<file path="src/rtl/cmdq_pkg.sv">
package cmdq_pkg;
    localparam int unsigned BUS_AW = 8;
    localparam int unsigned BUS_DW = 32;
    localparam int unsigned WC_W   = 16;

    localparam logic [BUS_AW-1:0] A_GO   = 8'h00;
    localparam logic [BUS_AW-1:0] A_IEN  = 8'h01;
    localparam logic [BUS_AW-1:0] A_STAT = 8'h02;
    localparam logic [BUS_AW-1:0] A_MODE = 8'h03;
    localparam logic [BUS_AW-1:0] A_QSZ  = 8'h04;
    localparam logic [BUS_AW-1:0] A_RACK = 8'h05;
    localparam logic [BUS_AW-1:0] A_RX0  = 8'h08;

    typedef enum logic [2:0] {
        ST_IDLE,
        ST_HDR,
        ST_BODY,
        ST_TURN,
        ST_RECV,
        ST_HOLD
    } seq_state_e;
endpackage

</file>
<file path="src/rtl/cmdq_regs.sv">
module cmdq_regs
    import cmdq_pkg::*;
#(
    parameter int unsigned QDEPTH = 64,
    localparam int unsigned QIW = $clog2(QDEPTH)
) (
    input  logic              clk,
    input  logic              rst_n,
    input  logic              wr_en,
    input  logic [BUS_AW-1:0] wr_addr,
    input  logic [BUS_DW-1:0] wr_data,
    input  logic [QIW-1:0]    seq_idx,
    input  logic [QIW-1:0]    bus_idx,
    output logic [BUS_DW-1:0] word0,
    output logic [BUS_DW-1:0] seq_word,
    output logic [BUS_DW-1:0] bus_word,
    output logic [QIW-1:0]    qsize,
    output logic [1:0]        mode,
    output logic [1:0]        inten
);
    // queue window: address bits 7:6 equal to 2'b10
    logic [BUS_DW-1:0] qmem [QDEPTH];
    logic              q_hit;

    assign q_hit = wr_en && (wr_addr[BUS_AW-1:BUS_AW-2] == 2'b10);

    always_ff @(posedge clk) begin
        if (q_hit) begin
            qmem[wr_addr[QIW-1:0]] <= wr_data;
        end
    end

    always_ff @(posedge clk or negedge rst_n) begin
        if (!rst_n) begin
            qsize <= '0;
            mode  <= '0;
            inten <= '0;
        end else if (wr_en) begin
            if (wr_addr == A_QSZ)  qsize <= wr_data[QIW-1:0];
            if (wr_addr == A_MODE) mode  <= wr_data[1:0];
            if (wr_addr == A_IEN)  inten <= wr_data[1:0];
        end
    end

    assign word0    = qmem[0];
    assign seq_word = qmem[seq_idx];
    assign bus_word = qmem[bus_idx];
endmodule

</file>
<file path="src/rtl/cmdq_rxcap.sv">
module cmdq_rxcap #(
    parameter int unsigned RX_BYTES = 16,
    localparam int unsigned CW = $clog2(RX_BYTES + 1)
) (
    input  logic                  clk,
    input  logic                  rst_n,
    input  logic                  clr,
    input  logic                  take,
    input  logic [7:0]            din,
    output logic                  at_last,
    output logic [RX_BYTES*8-1:0] rx_flat
);
    logic [7:0]    rb [RX_BYTES];
    logic [CW-1:0] cnt_q;

    always_ff @(posedge clk or negedge rst_n) begin
        if (!rst_n) begin
            cnt_q <= '0;
        end else if (clr) begin
            cnt_q <= '0;
        end else if (take && (cnt_q < CW'(RX_BYTES))) begin
            cnt_q <= cnt_q + 1'b1;
        end
    end

    for (genvar g = 0; g < RX_BYTES; g++) begin : g_byte
        always_ff @(posedge clk or negedge rst_n) begin
            if (!rst_n) begin
                rb[g] <= '0;
            end else if (clr) begin
                rb[g] <= '0;
            end else if (take && (cnt_q == CW'(g))) begin
                rb[g] <= din;
            end
        end
        assign rx_flat[g*8 +: 8] = rb[g];
    end

    assign at_last = (cnt_q == CW'(RX_BYTES - 1));


    cnt_bound_chk: assert property (@(posedge clk) disable iff (!rst_n)
        cnt_q <= CW'(RX_BYTES));
endmodule

</file>
<file path="src/rtl/cmdq_seq.sv">
module cmdq_seq
    import cmdq_pkg::*;
#(
    parameter int unsigned QIW = 6
) (
    input  logic              clk,
    input  logic              rst_n,
    input  logic              start_req,
    input  logic              mode_cmd,
    input  logic              ack,
    input  logic [BUS_DW-1:0] word0,
    input  logic [BUS_DW-1:0] rd_word,
    input  logic [QIW-1:0]    qsize,
    input  logic              tx_ready,
    input  logic              rx_valid,
    input  logic              rx_last,
    input  logic              rx_at_last,
    output logic [QIW-1:0]    rd_idx,
    output logic              tx_valid,
    output logic [7:0]        tx_data,
    output logic              tx_turn,
    output logic              busy,
    output logic              set_done,
    output logic              set_rdy,
    output logic              rx_clr,
    output logic              rx_take
);
    seq_state_e      state_q, state_d;
    logic [1:0]      hdr_q;
    logic [WC_W-1:0] cnt_q, len_q, hi_q;
    logic [7:0]      dt_q;
    logic            turn_q;

    logic            go, fire, hdr_end, body_end, recv_end;
    logic [WC_W-1:0] lim, wc, blen;
    logic            unused_cfg;

    assign unused_cfg = ^{word0[7:3], word0[0]};

    assign go   = (state_q == ST_IDLE) && start_req && mode_cmd;
    assign fire = tx_valid && tx_ready;
    assign wc   = word0[31:16];
    assign lim  = (qsize == '0) ? '0 : {{(WC_W-QIW-2){1'b0}}, qsize - 1'b1, 2'b00};
    assign blen = word0[1] ? ((wc < lim) ? wc : lim) : '0;

    assign hdr_end  = (state_q == ST_HDR) && fire && (hdr_q == 2'd2);
    assign body_end = (state_q == ST_BODY) && fire && (cnt_q == len_q - 1'b1);
    assign recv_end = (state_q == ST_RECV) && rx_valid && (rx_last || rx_at_last);

    // state register and command latches
    always_ff @(posedge clk or negedge rst_n) begin
        if (!rst_n) begin
            state_q <= ST_IDLE;
            hdr_q   <= '0;
            cnt_q   <= '0;
            len_q   <= '0;
            hi_q    <= '0;
            dt_q    <= '0;
            turn_q  <= 1'b0;
        end else begin
            state_q <= state_d;
            if (go) begin
                dt_q   <= word0[15:8];
                hi_q   <= wc;
                len_q  <= blen;
                turn_q <= word0[2];
                hdr_q  <= '0;
                cnt_q  <= '0;
            end else if ((state_q == ST_HDR) && fire) begin
                hdr_q <= hdr_q + 1'b1;
            end else if ((state_q == ST_BODY) && fire) begin
                cnt_q <= cnt_q + 1'b1;
            end
        end
    end

    // next state
    always_comb begin
        state_d = state_q;
        unique case (state_q)
            ST_IDLE: if (go) state_d = ST_HDR;
            ST_HDR:  if (hdr_end)
                         state_d = (len_q != '0) ? ST_BODY : (turn_q ? ST_TURN : ST_IDLE);
            ST_BODY: if (body_end) state_d = turn_q ? ST_TURN : ST_IDLE;
            ST_TURN: state_d = ST_RECV;
            ST_RECV: if (recv_end) state_d = ST_HOLD;
            ST_HOLD: if (ack) state_d = ST_IDLE;
            default: state_d = ST_IDLE;
        endcase
    end

    // outputs
    always_comb begin
        tx_valid = (state_q == ST_HDR) || (state_q == ST_BODY);
        tx_turn  = (state_q == ST_TURN);
        busy     = (state_q != ST_IDLE);
        rx_clr   = (state_q == ST_TURN);
        rx_take  = (state_q == ST_RECV) && rx_valid;
        set_rdy  = recv_end;
        set_done = (hdr_end && (len_q == '0) && !turn_q) || (body_end && !turn_q) || recv_end;
        rd_idx   = QIW'(1) + cnt_q[QIW+1:2];
        tx_data  = '0;
        if (state_q == ST_HDR) begin
            unique case (hdr_q)
                2'd0:    tx_data = dt_q;
                2'd1:    tx_data = hi_q[7:0];
                default: tx_data = hi_q[15:8];
            endcase
        end else if (state_q == ST_BODY) begin
            tx_data = rd_word[8*cnt_q[1:0] +: 8];
        end
    end


    hold_stable_chk: assert property (@(posedge clk) disable iff (!rst_n)
        (tx_valid && !tx_ready) |=> (tx_valid && $stable(tx_data)));

    turn_pulse_chk: assert property (@(posedge clk) disable iff (!rst_n)
        tx_turn |=> !tx_turn);

    hold_until_ack_chk: assert property (@(posedge clk) disable iff (!rst_n)
        (state_q == ST_HOLD && !ack) |=> (state_q == ST_HOLD));

    mode_block_chk: assert property (@(posedge clk) disable iff (!rst_n)
        (state_q == ST_IDLE && start_req && !mode_cmd) |=> (state_q == ST_IDLE));
endmodule

</file>
<file path="src/rtl/cmdq_pkt_engine.sv">
module cmdq_pkt_engine
    import cmdq_pkg::*;
#(
    parameter int unsigned QDEPTH   = 64,
    parameter int unsigned RX_BYTES = 16
) (
    input  logic        clk,
    input  logic        rst_n,
    input  logic [7:0]  bus_addr,
    input  logic        bus_wr,
    input  logic [31:0] bus_wdata,
    output logic [31:0] bus_rdata,
    output logic        tx_valid,
    output logic [7:0]  tx_data,
    input  logic        tx_ready,
    output logic        tx_turn,
    input  logic        rx_valid,
    input  logic [7:0]  rx_data,
    input  logic        rx_last,
    output logic        irq
);
    localparam int unsigned QIW = $clog2(QDEPTH);
    localparam int unsigned RXW = RX_BYTES / 4;

    logic [BUS_DW-1:0]     word0, seq_word, bus_word;
    logic [QIW-1:0]        qsize, rd_idx;
    logic [1:0]            mode, inten, sts_q;
    logic                  start_req, ack, wr_stat, busy;
    logic                  set_done, set_rdy, rx_clr, rx_take, rx_at_last;
    logic [RX_BYTES*8-1:0] rx_flat;

    assign start_req = bus_wr && (bus_addr == A_GO) && bus_wdata[0];
    assign ack       = bus_wr && (bus_addr == A_RACK) && bus_wdata[0];
    assign wr_stat   = bus_wr && (bus_addr == A_STAT);

    cmdq_regs #(.QDEPTH(QDEPTH)) u_regs (
        .clk      (clk),
        .rst_n    (rst_n),
        .wr_en    (bus_wr),
        .wr_addr  (bus_addr),
        .wr_data  (bus_wdata),
        .seq_idx  (rd_idx),
        .bus_idx  (bus_addr[QIW-1:0]),
        .word0    (word0),
        .seq_word (seq_word),
        .bus_word (bus_word),
        .qsize    (qsize),
        .mode     (mode),
        .inten    (inten)
    );

    cmdq_seq #(.QIW(QIW)) u_seq (
        .clk        (clk),
        .rst_n      (rst_n),
        .start_req  (start_req),
        .mode_cmd   (mode == 2'd0),
        .ack        (ack),
        .word0      (word0),
        .rd_word    (seq_word),
        .qsize      (qsize),
        .tx_ready   (tx_ready),
        .rx_valid   (rx_valid),
        .rx_last    (rx_last),
        .rx_at_last (rx_at_last),
        .rd_idx     (rd_idx),
        .tx_valid   (tx_valid),
        .tx_data    (tx_data),
        .tx_turn    (tx_turn),
        .busy       (busy),
        .set_done   (set_done),
        .set_rdy    (set_rdy),
        .rx_clr     (rx_clr),
        .rx_take    (rx_take)
    );

    cmdq_rxcap #(.RX_BYTES(RX_BYTES)) u_rx (
        .clk     (clk),
        .rst_n   (rst_n),
        .clr     (rx_clr),
        .take    (rx_take),
        .din     (rx_data),
        .at_last (rx_at_last),
        .rx_flat (rx_flat)
    );

    // status: bit 0 read-ready, bit 1 command-done; sets win over clears
    always_ff @(posedge clk or negedge rst_n) begin
        if (!rst_n) begin
            sts_q <= '0;
        end else begin
            sts_q <= (wr_stat ? (sts_q & bus_wdata[1:0]) : sts_q) | {set_done, set_rdy};
        end
    end

    assign irq = |(sts_q & inten);

    always_comb begin
        bus_rdata = '0;
        if (bus_addr[7:6] == 2'b10) begin
            bus_rdata = bus_word;
        end else if (bus_addr == A_IEN) begin
            bus_rdata = {30'b0, inten};
        end else if (bus_addr == A_STAT) begin
            bus_rdata = {busy, 29'b0, sts_q};
        end else if (bus_addr == A_MODE) begin
            bus_rdata = {30'b0, mode};
        end else if (bus_addr == A_QSZ) begin
            bus_rdata = {{(32-QIW){1'b0}}, qsize};
        end
        for (int w = 0; w < RXW; w++) begin
            if (bus_addr == A_RX0 + 8'(w)) bus_rdata = rx_flat[w*32 +: 32];
        end
    end


    rdy_with_done_chk: assert property (@(posedge clk) disable iff (!rst_n)
        $rose(sts_q[0]) |-> sts_q[1]);
endmodule

</file>
<file path="config.mk">
export PLATFORM = sky130hd
export DESIGN_NAME = cmdq_pkt_engine
export DESIGN_NICKNAME = d
export VERILOG_FILES = /design/src/rtl/cmdq_pkg.sv /design/src/rtl/cmdq_regs.sv /design/src/rtl/cmdq_rxcap.sv /design/src/rtl/cmdq_seq.sv /design/src/rtl/cmdq_pkt_engine.sv
export SDC_FILE = /design/constraint.sdc
export NUM_CORES = 2
export LEC_CHECK = 0
export ABC_CLOCK_PERIOD_IN_PS = 3600
export BUFFER_PORTS_ARGS = -buffer_cell sky130_fd_sc_hd__buf_2
export CORE_MARGIN = 2
export CORE_UTILIZATION = 40
export CTS_BUF_LIST = sky130_fd_sc_hd__clkbuf_8
export CTS_CLUSTER_DIAMETER = 120
export DETAILED_ROUTE_END_ITERATION = 7
export GPL_TIMING_DRIVEN = 0
export PLACE_DENSITY_LB_ADDON = 0.08
export SYNTH_ARGS = -nofsm -noshare
export SYNTH_HDL_FRONTEND = slang
export SYNTH_SLANG_ARGS = --single-unit
</file>
<file path="constraint.sdc">
create_clock -name clk -period 3.6 [get_ports clk]
set_input_delay 0.54 -clock clk [delete_from_list [all_inputs] [get_ports clk]]
set_output_delay 0.54 -clock clk [all_outputs]
set_load 0.005 [all_outputs]
</file>
# After elaboration in Yosys (flattened, before gate mapping)
# Memory sizes are Yosys's and may differ from the RTL's.
# Cells that the tools add are included.
# totals
reg_bits	207
n_memories	1
elab_cells	219
latch_bits	0
output_inout_bits	43
mem_bits_rw	2048
inputBits	54
romBits	0
# op_classes
n_addsub	6
mul	0
muxes	65
shifts	1
bitwise	3
reduce_logical	74
n_eq_ne	39
order_cmp	2
div	0
# memory_table
name	depth	width	rd	rd_ports_with_merged_regs	write_ports	line_no	text
u_regs.qmem	64	32	3	0	1	cmdq_regs.sv:22	logic [BUS_DW-1:0] qmem [QDEPTH];
# ops
operator	count
$mux W8	35
$mux W32	7
$mux W16	5
$eq A5 B4 Y1 const B	8
$reduce_bool A2 Y1	19
$logic_and A1 B1 Y1	35
$eq A8 B4 Y1 const B	4
$shiftx A32 B6 Y8	1
$eq A5 B3 Y1 const B	4
$mux W3	6
$pmux W3 S6	1
$add A16 B1 Y16 const B	1
$eq A16 B16 Y1	1
$eq A8 B2 Y1 const B	2
$eq A8 B3 Y1 const B	2
$logic_not A16 Y1	1
$lt A16 B16 Y1	1
$pmux W8 S2	1
$reduce_bool A16 Y1	1
$sub A16 B1 Y16 const B	1
$mux W6	2
$eq A5 B2 Y1 const B	2
$mux W5	2
$eq A8 B1 Y1 const B	1
28 further kinds	47

# Logic depth before layout (Yosys ltp)
# depth
depth_word	10
mapped_depth	13
ltp_nobuf	12

# By module
# A second synthesis with hierarchy kept.
# hier_totals
hier_cells	5616
hier_area_um2	105165.9
# by_module_without_submodules
mod	cells_per_inst	n_inst	area_per_inst_um2	seq_area_each_um2
cmdq_regs	4464	1	93581.0	61749.2
cmdq_rxcap	480	1	6022.0	3328.2
cmdq_seq	455	1	3990.1	1551.5
cmdq_pkt_engine	217	1	1572.8	50.0

# Worst setup path after synthesis
# Ideal clock, no wire load.
# synth_timing
path_kind	input -> register
from	input port bus_addr[3]
to	memory u_regs.qmem[38][0] (enable)
arrival_time_ns	4.317
path_buffers	5
t_required_ns	3.132
setup_time_ns	0.468
path_slack_ns	-1.185
cell_stages	10
path_cell_list	buf_2 > buf_2 > buf_1 > buf_2 > buf_1 > nor2_1 > nand3_1 > inv_1 > nand2_1 > nor3b_1
# synth_lines
element	line_no	text
from (decl)	cmdq_pkt_engine.sv:9	input logic [7:0] bus_addr,
to (decl)	cmdq_regs.sv:22	
# No word-level cell before the write port.

# Worst setup path in the final report
# layout_timing
from	register u_seq.cnt_q[2]
to	output port tx_data[0]
# layout_between
elab_chain_cells	5
# layout_rtl
element	line_no	text
from (decl)	cmdq_seq.sv:30	logic [WC_W-1:0] cnt_q, len_q, hi_q;
from (signal assigned)	cmdq_seq.sv:72	cnt_q <= cnt_q + 1'b1;
$add A1 B6 Y6	cmdq_seq.sv:101	rd_idx = QIW'(1) + cnt_q[QIW+1:2];
$mem_v2 Z64 W32	n/a	
$shiftx A32 B6 Y8	cmdq_seq.sv:110	tx_data = rd_word[8*cnt_q[1:0] +: 8];
$mux W8	cmdq_seq.sv:109	end else if (state_q == ST_BODY) begin
$mux W8	cmdq_seq.sv:103	if (state_q == ST_HDR) begin
to (decl)	cmdq_pkt_engine.sv:14	output logic [7:0] tx_data,
# Every way passes these cells.

==> flow_summary.yaml <==
yosys:
  ys_types: 77
  async_flop_share_pct: 9.18
  synth_ff_type: "edfxtp_1"
  synth_area_mm2: 0.106
  synth_seq_cells: 2255
  synth.area.top_cells: "edfxtp_1 58%, mux4_2 24%, dfrtp_1 4.9%"
  syn_inst: 5815
  yosys_warnings: 0
  synth_top_area_share_pct: 58.1
  yosysMostFrequentCell: "edfxtp_1"
  syn_area_per_cell_um2: 18.2
  yosysSeqAreaShare_pct: 63.0
  yosys-top-cells-count: "2,048 x edfxtp_1, 1,117 x mux4_2, 501 x nand2_1"
  synth_edf_count: 2048
  synth_largest_area_cell: "edfxtp_1"
  synth_nets: 5887
floorplan:
  die_h_um: 518
  start_util_pct: 40.3
  rows: 188
  die_w_um: 518
  die_area_mm2: 0.269
  io_pins: 97
  core-area_mm2: 0.263
sta:
  fmax_mhz: 180
  hold_viol: 0
  tns_ns: -47.32
  fin_worst_skew_ns: 0.0529
  grt_setup_unrepaired: "yes"
  period_minus_slack_ns: 5.55
  slew_viol_final: 22
  timing.final.crit_share_pct: 154
  setup_violations: 94
  worst_slack_ns: -1.95
  tightest_slew_ns: 1.55
  relSlewSlack_pct: -3.38
global_route:
  grt_max_degree: 89
  grt_pass1_wl_um: 696000
  use_met1_pct: 51.7
  top_usage_layer: "met2"
  grt_usage_pct: 39.9
  grt_pass1_vias: 68869
  antenna_found_initial: 68
  met2_usage_pct: 55.9
  grt-ovfl-total: 0
  groute.layer.met3.usage_pct: 14.5
place:
  pre_cts_slack_ns: -3.76
  dpl.hpwl_um: 386000
  port_buffers: 86
  globalplace.congestion: 1.03
run_status:
  outcome: "finished, violations left"
  violations: "design-rule violations, max-capacitance violations, max-slew violations, negative setup slack"
cells_and_area:
  area_growth_pct: 22.0
  drive_gt1_share_pct: 39.4
  fin_util_pct: 49.2
  nNetsFinal: 6738
setup_path:
  cp_data_required_time_ns: 3.06
  cp_slowest_stage_delay_ns: 0.72
  critPathLaunchType: "flip-flop"
  arrival_ns: 5.01
  crit_chain: "ha_4, xnor2_2, buf_8, clkbuf_2, clkbuf_2, nand2_1, nand3_1, nand3_1, a31oi_4, nor4_4, o2111ai_4, buf_2"
  critPathMaxFanout: 10
  worstSetupPathType: "reg -> out"
  end_kind: "output port"
  cp_slowest_cell: "clkbuf_2"
clocking:
  cts_tree: "built"
  cts-root-buf: "clkbuf_8"
  clkTransAtPathRegs_ns: 0.06
  numCtsBuffers: 400
  cts_sinks: 2255
  h-tree-depth: 5
  insertion_delay_ns: 1.13
  clk_path_buf_depth: 4
hold_path:
  worstHoldPathType: "in -> reg"
drt:
  dr.pass1.iters: 8
  wl_um: 543000
  vias_per_cell: 6.95
  drtIter0Drc: 13268
  postRouteAntennaNets: 0
  wl_per_cell_um: 51.4
  drc: 5
  vias: 73453
power:
  finalPower_mw: 96.0
  power.density_mw_per_mm2: 743
  leakagePower_nw: 43.2
  peakVddDrop_mv: 0.633
job:
  max-cap-violations: 2
[layout make-up]
type                       instances  area [um2]
multi-input combinational       3084       39400
fill                           22006      134000
inverter                          23        86.3
sequential                      2255       66700
clock buffer                     418        5750
antenna                           61         153
buffer                           449        5150
timing repair buffer             453        5990
clock inverter                   306        1570
tap                             3515        4400
[state kept, by name, summed over array words and instances, names as in the netlist, 3 cells and up]
| register | count |
|---|---|
| u_regs.qmem | 2048 |
| u_seq.cnt_q | 16 |
| u_seq.len_q | 16 |
| u_seq.dt_q | 8 |
| u_rx.cnt_q | 5 |
| u_seq.hi_q | 16 |
| u_regs.qsize | 6 |
| u_rx.rx_flat | 128 |
| u_seq.state_q | 3 |
[repair_timing]
action / in CTS / in global routing
hold buffers: 16 / 4
setup buffers: 142 / 34
setup endpoints to repair: 1834 / 105
hold endpoints to repair: 355 / 62
cloned: 3 / 0
pin swaps: 129 / 51
gates resized for setup: 1146 / 81
[worst max-delay path, delay by kind of cell (launching register included)]
| kind | cells | cell delay (ns) |
|---|---|---|
| buf+inv | 4 | 1.66 |
| simple gates | 4 | 0.58 |
| xor+xnor | 1 | 0.36 |
| compound gates | 2 | 0.60 |
| flops | 1 | 0.44 |
| fa+ha+maj | 1 | 0.22 |
[worst paths after layout]
kind / start / endpoint / slack [ns] / cells after the start
max in group asynchronous: rst_n / u_regs.qsize[0] / 2.39 / 4
worst min register to register: u_seq.hi_q[15] / u_seq.hi_q[15] / 0.48 / 2
worst max-delay path: u_seq.cnt_q[2] / tx_data[0] / -1.95 / 12
worst max register to register: u_rx.cnt_q[0] / u_seq.state_q[0] / -0.01 / 9
min in group asynchronous: rst_n / u_rx.rx_flat[71] / 0.44 / 3
worst min-delay path: bus_wdata[15] / u_regs.qmem[32][15] / 0.02 / 1
[cell families (layout without fill, tap and decap cells)]
| group | count (synthesis) | count (layout) | synth area share (%) |
|---|---|---|---|
| fa+ha+maj | 18 | 18 | 0.213 |
| other cells | 0 | 61 | 0 |
| mux | 1360 | 1360 | 26.1 |
| xor+xnor | 40 | 40 | 0.349 |
| compound gates | 525 | 525 | 3.30 |
| flops | 2255 | 2255 | 63.0 |
| simple gates | 1141 | 1141 | 4.88 |
| buf+inv | 476 | 1649 | 2.20 |
[metrics by stage]
| stage | hold WS (ns) | area (um2) | std cells |
|---|---|---|---|
| after floorplan | 0.244 | 106000 | 5815 |
| after global placement | 0.473 | 111000 | 9416 |
| after detailed placement | 0.466 | 115000 | 9583 |
| after CTS | 0.000306 | 128000 | 10464 |
| after global routing | 0.0310 | 129000 | 10551 |
| final | 0.0168 | 129000 | 10564 |
[power breakdown]
part           internal [mW]  switching [mW]  total (mW)  leakage [nW]
registers               28.7           0.210        29.0          21.2
clock network           11.2            11.7        22.9          4.31
logic                   16.0            28.1        44.1          17.6
[layer usage]
layer / part of all wire (%) / wire (um)
met1: 36 / 196000
met2: 42 / 229000
met3: 14 / 73600
met4: 8.1 / 43900
met5: 0.062 / 334
[placed cells by master (no fill, tap or decap), drive strengths merged, types with 12 or more instances in the layout]
cell / count
a2111oi: 27
a21oi: 155
a22o: 12
a22oi: 115
a31oi: 24
a32oi: 16
and2: 22
and3: 41
buf: 699
clkbuf: 595
clkinv: 134
dfrtp: 207
diode: 61
dlygate4sd3: 19
edfxtp: 2048
ha: 18
inv: 184
mux2: 12
mux2i: 231
mux4: 1117
nand2: 501
nand3: 215
nand4: 54
nor2: 204
nor2b: 16
nor3: 26
nor4: 14
o2111ai: 12
o21ai: 80
o22ai: 12
xnor2: 19
xor2: 21
(Power assumes the default switching activity.)
